`src/rtl/dzs_pkg.sv`:
```
package dzs_pkg;
    typedef enum logic [1:0] {
        S_IDLE    = 2'd0,
        S_COLLECT = 2'd1,
        S_REPORT  = 2'd2
    } dzs_state_e;

    localparam int MODE_W          = 3;
    localparam int MODE_BYPASS_BIT = 0;
    localparam int MODE_DIGITAL_BIT = 2;
endpackage

```
`src/rtl/dzs_thresh_mux.sv`:
```
module dzs_thresh_mux #(
    parameter int NCH = 8,
    parameter int SW  = 12,
    localparam int CHW = (NCH > 1) ? $clog2(NCH) : 1
) (
    input  logic [NCH*SW-1:0]   thresh_flat,
    input  logic [CHW-1:0]      sel,
    output logic signed [SW-1:0] thresh
);
    logic signed [SW-1:0] table_q [NCH];

    for (genvar g = 0; g < NCH; g++) begin : g_unpack
        assign table_q[g] = thresh_flat[g*SW +: SW];
    end

    assign thresh = table_q[sel];
endmodule

```
`src/rtl/dzs_qualify.sv`:
```
module dzs_qualify #(
    parameter int SW = 12
) (
    input  logic signed [SW-1:0] sample,
    input  logic signed [SW-1:0] thresh,
    input  logic                 active_low,
    input  logic                 keep_below,
    output logic                 hit
);
    localparam logic signed [SW-1:0] SMAX = {1'b0, {(SW-1){1'b1}}};
    localparam logic signed [SW-1:0] SMIN = {1'b1, {(SW-1){1'b0}}};

    logic signed [SW-1:0] level;

    always_comb begin
        if (active_low) begin
            level = (sample == SMIN) ? SMAX : -sample;
        end else begin
            level = sample;
        end
        hit = keep_below ? (level < thresh) : (level > thresh);
    end
endmodule

```
`src/rtl/dzs_hit_bank.sv`:
```
module dzs_hit_bank #(
    parameter int NCH = 8,
    localparam int CHW = (NCH > 1) ? $clog2(NCH) : 1
) (
    input  logic           clk,
    input  logic           rst_n,
    input  logic           clear,
    input  logic           set_valid,
    input  logic [CHW-1:0] set_chan,
    input  logic           set_hit,
    output logic [NCH-1:0] hits
);
    for (genvar g = 0; g < NCH; g++) begin : g_flag
        always_ff @(posedge clk or negedge rst_n) begin
            if (!rst_n) begin
                hits[g] <= 1'b0;
            end else if (clear) begin
                hits[g] <= 1'b0;
            end else if (set_valid && set_hit && (set_chan == CHW'(g))) begin
                hits[g] <= 1'b1;
            end
        end
    end
endmodule

```
`src/rtl/dzs_filter.sv`:
```
module dzs_filter
    import dzs_pkg::*;
#(
    parameter int NCH = 8,
    parameter int SW  = 12,
    localparam int CHW = (NCH > 1) ? $clog2(NCH) : 1
) (
    input  logic              clk,
    input  logic              rst_n,
    input  logic              win_start,
    input  logic              win_end,
    input  logic              in_valid,
    input  logic [CHW-1:0]    in_chan,
    input  logic [SW-1:0]     in_sample,
    input  logic [NCH-1:0]    cfg_chan_en,
    input  logic [NCH-1:0]    cfg_zs_en,
    input  logic [NCH-1:0]    cfg_polarity,
    input  logic [NCH-1:0]    cfg_edge,
    input  logic [NCH*SW-1:0] cfg_thresh,
    input  logic [MODE_W-1:0] cfg_mode,
    output logic              out_valid,
    output logic [CHW-1:0]    out_chan,
    output logic [SW-1:0]     out_sample,
    output logic              keep_valid,
    output logic [NCH-1:0]    keep_flags
);
    dzs_state_e state, state_d;

    logic                 chan_on;
    logic                 accept;
    logic                 sample_hit;
    logic signed [SW-1:0] sel_thresh;
    logic [NCH-1:0]       hits;
    logic                 pass_all;
    logic                 unused_mode_bit;

    assign unused_mode_bit = cfg_mode[1];
    assign chan_on  = cfg_chan_en[in_chan];
    assign accept   = (state == S_COLLECT) && in_valid && chan_on;
    assign pass_all = cfg_mode[MODE_BYPASS_BIT] || !cfg_mode[MODE_DIGITAL_BIT];

    dzs_thresh_mux #(.NCH(NCH), .SW(SW)) u_thresh_mux (
        .thresh_flat (cfg_thresh),
        .sel         (in_chan),
        .thresh      (sel_thresh)
    );

    dzs_qualify #(.SW(SW)) u_qualify (
        .sample     (in_sample),
        .thresh     (sel_thresh),
        .active_low (cfg_polarity[in_chan]),
        .keep_below (cfg_edge[in_chan]),
        .hit        (sample_hit)
    );

    dzs_hit_bank #(.NCH(NCH)) u_hit_bank (
        .clk       (clk),
        .rst_n     (rst_n),
        .clear     ((state == S_IDLE) && win_start),
        .set_valid (accept),
        .set_chan  (in_chan),
        .set_hit   (sample_hit),
        .hits      (hits)
    );

    // next-state logic: open, close, retire
    always_comb begin
        state_d = state;
        unique case (state)
            S_IDLE:    if (win_start) state_d = S_COLLECT;
            S_COLLECT: if (win_end)   state_d = S_REPORT;
            S_REPORT:  state_d = S_IDLE;
            default:   state_d = S_IDLE;
        endcase
    end

    // state register
    always_ff @(posedge clk or negedge rst_n) begin
        if (!rst_n) begin
            state <= S_IDLE;
        end else begin
            state <= state_d;
        end
    end

    // forwarded sample stream
    always_ff @(posedge clk or negedge rst_n) begin
        if (!rst_n) begin
            out_valid  <= 1'b0;
            out_chan   <= '0;
            out_sample <= '0;
        end else begin
            out_valid <= accept;
            if (accept) begin
                out_chan   <= in_chan;
                out_sample <= in_sample;
            end
        end
    end

    // decision outputs
    always_comb begin
        keep_valid = 1'b0;
        keep_flags = '0;
        unique case (state)
            S_IDLE, S_COLLECT: begin
                keep_valid = 1'b0;
            end
            S_REPORT: begin
                keep_valid = 1'b1;
                keep_flags = cfg_chan_en & ({NCH{pass_all}} | ~cfg_zs_en | hits);
            end
            default: begin
                keep_valid = 1'b0;
            end
        endcase
    end
endmodule

```
`config.mk`:
```
export PLATFORM = sky130hd
export DESIGN_NAME = dzs_filter
export DESIGN_NICKNAME = d
export VERILOG_FILES = /design/src/rtl/dzs_pkg.sv /design/src/rtl/dzs_thresh_mux.sv /design/src/rtl/dzs_qualify.sv /design/src/rtl/dzs_hit_bank.sv /design/src/rtl/dzs_filter.sv
export SDC_FILE = /design/constraint.sdc
export NUM_CORES = 1
export LEC_CHECK = 0
export ABC_CLOCK_PERIOD_IN_PS = 2200
export BUFFER_PORTS_ARGS = -buffer_cell sky130_fd_sc_hd__buf_2
export CAP_MARGIN = 20
export CELL_PAD_IN_SITES_DETAIL_PLACEMENT = 1
export CELL_PAD_IN_SITES_GLOBAL_PLACEMENT = 1
export CORE_AREA = 2 2 75 131
export DETAILED_ROUTE_END_ITERATION = 12
export DIE_AREA = 0 0 77 133
export PLACE_DENSITY_LB_ADDON = 0.1
export SLEW_MARGIN = 20
export SYNTH_ARGS = -nofsm -noshare
export SYNTH_HDL_FRONTEND = slang
export SYNTH_HIERARCHICAL = 1
export SYNTH_SLANG_ARGS = --single-unit
```
`constraint.sdc`:
```
create_clock -name clk -period 2.2 [get_ports clk]
set_clock_uncertainty 0.1 [all_clocks]
set_input_delay 0.11 -clock clk [delete_from_list [all_inputs] [get_ports clk]]
set_output_delay 0.11 -clock clk [all_outputs]
set_load 0.03 [all_outputs]
```
# ---- Yosys cells after proc, flatten, opt, wreduce, memory -nomap -nowiden
# Cells that the tools add are included.
dict set report op_classes {
  bitwise 5
  addsub 1
  muxes 33
  n_reduce_logical 25
  eq_ne 12
  magnitude_cmp 4
}
# op count
set ops {}
lappend ops {{12-bit 2-to-1 mux} 4}
lappend ops {{12-bit binary-select mux with 3-bit select} 1}
lappend ops {{1-bit 2-to-1 mux} 21}
lappend ops {{8-bit OR} 2}
lappend ops {{2-bit nonzero test} 8}
lappend ops {{12-bit == test (second input constant)} 1}
lappend ops {{3-bit == test (second input constant)} 4}
lappend ops {{12-bit > comparator} 1}
lappend ops {{1-bit logical AND} 12}
lappend ops {{12-bit less-than comparator} 1}
lappend ops {{12-bit negation} 1}
lappend ops {{1-bit binary-select mux with 3-bit select} 3}
lappend ops {{8-bit AND} 1}
lappend ops {{8-bit 2-to-1 mux} 1}
lappend ops {{8-bit NOT} 1}
lappend ops {{3-bit by 2-bit == test with 1-bit output (second input constant)} 2}
lappend ops {{4-bit >= comparator (second input constant)} 1}
lappend ops {{3-bit by 4-bit less-than comparator with 1-bit output (second input constant)} 1}
lappend ops {{2-bit 2-to-1 mux} 2}
lappend ops {{2-bit != test (second input constant)} 2}
lappend ops {{3-bit NOT with 4-bit output} 1}
lappend ops {{2-bit case mux with 2 select lines} 1}
lappend ops {{3-bit by 1-bit == test with 1-bit output (second input constant)} 1}
lappend ops {{3-bit logical NOT} 1}
lappend ops {{other kinds (6)} 6}
dict set report word_totals {
  word_cells 92
  out_inout_bits 25
  ff_bits 26
  inputBits 151
}

# ---- Longest topological paths before layout
dict set report depth {
  word_depth 10
  depth_mapped 15
  depth_no_buf 14
}

# ---- Cells and area by module
# The synthesis kept the hierarchy.
# mod cells_each seq_area_each_um2 instances area_per_inst_um2
set by_module_without_submodules {}
lappend by_module_without_submodules {dzs_filter 82 450.4 1 1124.8}
lappend by_module_without_submodules {dzs_thresh_mux 43 0.0 1 805.8}
lappend by_module_without_submodules {dzs_qualify 99 0.0 1 680.7}
lappend by_module_without_submodules {dzs_hit_bank 31 200.2 1 352.8}

# ---- Worst setup path before layout
# Ideal clock, no wire load.
dict set report synth_timing {
  path_kind {input port to flip-flop}
  start {in in_chan[0]}
  end {reg u_hit_bank.hits[1]}
  setup_slack_ns -0.734
  n_path_buf 2
  t_required_ns 1.969
  arrival_ns 2.704
  path_stages 14
  setup_ns 0.131
  path_cell_list {buf_6 > mux4_1 > mux2_2 > buf_4 > o31ai_1 > mux2i_1 > ha_1 > a211oi_1 > nor2_1 > a21o_1 > o21ai_0 > o211ai_1 > nand3b_1 > o22ai_1}
}
dict set report synth_between {
  elab_chain_cells 9
  word_cells_on_any_way 19
  classes_between {order compare (2); eq/ne (1); mux (11); bitwise (1); reduce/logical (4)}
}
# element line
set synth_lines {}
lappend synth_lines {{start: declaration} dzs_filter.sv:13} ;# input logic [CHW-1:0] in_chan,
lappend synth_lines {{3-bit NOT with 4-bit output (not written as such)} dzs_thresh_mux.sv:16} ;# assign thresh = table_q[sel];
lappend synth_lines {{12-bit binary-select mux with 3-bit select} dzs_thresh_mux.sv:16}
lappend synth_lines {{12-bit 2-to-1 mux (not written as such) (2 in a row)} dzs_thresh_mux.sv:16}
lappend synth_lines {{12-bit > comparator / 12-bit less-than comparator (equally long branches)} dzs_qualify.sv:21} ;# hit = keep_below ? (level < thresh) : (level > thresh);
lappend synth_lines {{1-bit 2-to-1 mux (*)} dzs_qualify.sv:21}
lappend synth_lines {{net sample_hit} dzs_filter.sv:31} ;# logic sample_hit;
lappend synth_lines {{1-bit logical AND (*) (2 in a row)} dzs_hit_bank.sv:19} ;# end else if (set_valid && set_hit && (set_chan == CHW'(g))) begin
lappend synth_lines {{2-bit nonzero test (no source line) (*)} n/a}
lappend synth_lines {{end signal: indexed assignment} dzs_hit_bank.sv:16} ;# hits[g] <= 1'b0;
lappend synth_lines {{end signal: indexed assignment} dzs_hit_bank.sv:18} ;# hits[g] <= 1'b0;
lappend synth_lines {{end signal: indexed assignment} dzs_hit_bank.sv:20} ;# hits[g] <= 1'b1;
lappend synth_lines {{end: declaration} dzs_hit_bank.sv:11} ;# output logic [NCH-1:0] hits
# The timed path passes the listed nets; every way through them passes the cells marked *. The select of a mux whose other input is x is not followed.
# A chain may end at the register's enable or synchronous reset.

# ---- Worst setup path in the final report
dict set report layout_timing {
  start {in in_chan[0]}
  end {reg u_hit_bank.hits[3]}
}
# Same word-level chain as after synthesis.

==> flow_summary.json <==
{
  "required_ns": 2.29,
  "place_ws_ns": -1.10,
  "worstMarginPinSlew_ns": 0.700,
  "multi_input_area_sq_mm": 0.00224,
  "grt-ovfl-total": 0,
  "synth_top_family_by_area": "multiplexers",
  "fin_area_sq_mm": 0.00448,
  "num_vias": 2969,
  "worstSetupStartpointType": "input pin",
  "grt_use_total_pct": 18.4,
  "irDropWorstVdd_mv": 0.442,
  "ys_seq_elements": 26,
  "yosys.area_share.simple_pct": 11.9,
  "die_w_um": 77,
  "slew-limit-headroom_pct": 53.3,
  "reg2reg_depth": 4,
  "syn-cell-area_sq_mm": 0.00296,
  "finalHoldViolCount": 0,
  "hp-start": "win_end",
  "io_buffers": 174,
  "cts_tree": "built",
  "synth_top_area_share_pct": 23.0,
  "grt_max_degree": 27,
  "drive_gt1_share_pct": 62.4,
  "r2r_end": "out_sample[10]",
  "die_area_sq_mm": 0.0102,
  "path_class": "in2reg",
  "min_path_cells": 2,
  "r2r-start": "state[1]",
  "critPathCaptureType": "flip-flop",
  "worst-endpoint-arrival_ns": 3.00,
  "max-clock-path-buffers": 2,
  "hold_path_class": "in2reg",
  "seqCellArea_sq_um": 651,
  "coreArea_sq_mm": 0.00929,
  "status": "complete, but fails checks",
  "initialDrtViolationCount": 95,
  "place_hpwl_um": 7980,
  "synth_cell_types": 50,
  "synth-xor-area-share_pct": 1.77,
  "place_congestion": 0.814,
  "synth_top_area_cell": "mux4_1",
  "synthAdderAreaFrac_pct": 5.49,
  "cts_made_buffers": 3,
  "p_per_area_mw_per_mm2": 593,
  "stdcell_count": 582,
  "ys_async_sr_fraction_pct": 100,
  "rsz0062_at_grt": "yes",
  "placed_cells": 572,
  "maxSlewViolCount": 0,
  "area_growth_pct": 51.2,
  "r2r_setup_slack_ns": 0.53,
  "crit_fanout": 6,
  "dpl_cell_area_sq_mm": 0.00420,
  "grt_pass1_vias": 3223,
  "synth_compound_area_share_pct": 10.6,
  "grt_pass1_wl_um": 15200,
  "synthFlopType": "dfrtp_1",
  "firstDrtPassIters": 4,
  "final_nets": 625,
  "syn_inst": 255,
  "hold_end": "state[1]",
  "grt_antenna_before_repair": 0,
  "drc": 0,
  "fin_crit_sh_pct": 132,
  "synth-edff-count": 0,
  "yosys_warnings": 6,
  "setup_viol": 8,
  "postLayoutCoreUtil_pct": 48.2,
  "critPathSlowestCell": "mux4_2",
  "viasPerCell": 5.10,
  "synthesis.nets": 419,
  "start_util_pct": 31.9,
  "synthMuxAreaShare_pct": 39.9,
  "drt-wirelength-per-cell_um": 16.3,
  "leakage_nw": 2.28,
  "wl_um": 9480,
  "htree_levels": 1,
  "fp.dieH_um": 133,
  "syn_area_per_cell_sq_um": 11.6,
  "setup_ws_ns": -0.713,
  "cp_cell_sequence": "buf_12 > mux4_2 > mux2_4 > buf_4 > a21oi_1 > a31oi_1 > ha_1 > nand4_1 > nor2_2 > a2bb2oi_2 > nand3b_1 > o211ai_1 > nand3b_1 > o22ai_1",
  "fmax_mhz": 343,
  "diodes": 0,
  "ioPinCount": 176,
  "root_buffer": "clkbuf_16",
  "cts.clk_slew.worst_paths_ns": 0.07,
  "clkSinkCount": 26,
  "ys_seq_area_share_pct": 22.0,
  "rows": 47,
  "synth_area_leaders": "mux4_1, dfrtp_1, mux2_2",
  "antenna_left": 0,
  "worstSkewPairLatency_ns": 0.26,
  "fill_cells": 1108,
  "fin_crit_ns": 2.91,
  "max_cap_violations": 0,
  "p_total_w": 0.00266,
  "cp_common_cell": "nand3b_1",
  "cp_slowest_stage_delay_ns": 0.51,
  "violations": "setup timing"
}
## metal layers
| metal | track usage, % | up-vias | share of wire [%] |
|---|---|---|---|
| li1 | - | 1411 | - |
| met1 | 21.1 | 1411 | 38 |
| met2 | 34.7 | 134 | 54 |
| met3 | 2.39 | 13 | 6.1 |
| met4 | 6.15 | 0 | 2.2 |
| met5 | 0 | - | 0 |
## layout by cell type (no fill, tap or decap), types with 4 or more instances in the layout
master    instances
ha_1              9
nand3b_1          4
o22ai_2           5
mux2_2           19
mux4_2            6
inv_1            30
xor2_1            4
nor2_1            9
mux2_4           10
buf_2           173
a21oi_1           5
buf_4            37
o311a_1           8
ha_4              4
dfrtp_1          26
mux2i_1           6
nand2_1          12
mux4_1           24
## worst max-delay path by stage
stage | from | to | slack [ns]
after global routing | in_chan[0] | u_hit_bank/hits[3] | -0.90
after global placement | in_chan[0] | u_hit_bank/hits[5] | -0.88
after CTS | in_chan[0] | u_hit_bank/hits[3] | -0.68
final | in_chan[0] | u_hit_bank/hits[3] | -0.71
after detailed placement | in_chan[0] | u_hit_bank/hits[5] | -1.10
after floorplan | in_chan[0] | u_hit_bank/hits[1] | -0.53
## cell type report
type                       instances  area share (%)
inverter                          30            2.51
tap                              122            3.41
clock buffer                       4            1.98
sequential                        26            14.5
timing repair buffer             216            27.6
multi-input combinational        184            50.0
## logic make-up (layout without fill, tap and decap cells)
family	count (synthesis)	after routing
adder cells (fa/ha/maj)	13	13
XOR/XNOR	6	6
buffers and inverters	46	250
multiplexers	64	65
AND/OR/NAND/NOR	58	58
flip-flops	26	26
AO/OA/AOI/OAI	42	42
## report_power, final
| part | internal [W] | leakage [nW] | switching [W] |
|---|---|---|---|
| sequential | 0.000628 | 0.331 | 0.0000804 |
| clock | 0.000279 | 0.0442 | 0.000169 |
| combinational | 0.000715 | 1.91 | 0.000785 |
## Yosys cell counts (all sizes together) (2+ instances only)
library cell / instances
a211oi: 2
a21oi: 7
a31oi: 2
and3b: 2
buf: 12
clkbuf: 4
dfrtp: 26
ha: 13
inv: 30
mux2: 28
mux2i: 6
mux4: 30
nand2: 13
nand2b: 3
nand3: 5
nand3b: 4
nand4: 3
nor2: 13
nor2b: 3
nor3: 2
o211ai: 3
o21ai: 5
o22ai: 8
o311a: 8
o31ai: 3
or3b: 2
xnor2: 2
xor2: 4
## per-stage QoR
stage               TNS (ns)  hold slack, ns
global placement       -6.96          0.0422
floorplan              -4.20          -0.286
finish                 -5.30          0.0102
detailed placement     -8.63          0.0534
CTS                    -5.07          0.0101
global route           -6.79          0.0289
## worst max-delay path: cells and delay by family
family | cells | cell delay [ns]
simple gates | 4 | 0.72
mux | 2 | 0.85
buf+inv | 2 | 0.24
fa+ha+maj | 1 | 0.32
compound gates | 5 | 0.75
## repair_timing
action                     4_1_cts  5_1_grt
hold endpoints to repair        26        0
setup endpoints to repair        8        8
pin swaps                       11       22
gates cloned                     1        0
setup buffers                    0        4
resized for setup                9       19
hold buffers                     1        0
## registers in the layout, summed over array words and instances, names as in the netlist
name / cells
state: 2
out_sample: 12
out_chan: 3
out_valid: 1
u_hit_bank/hits: 8
No activity file was read; power rests on OpenSTA's default activity.
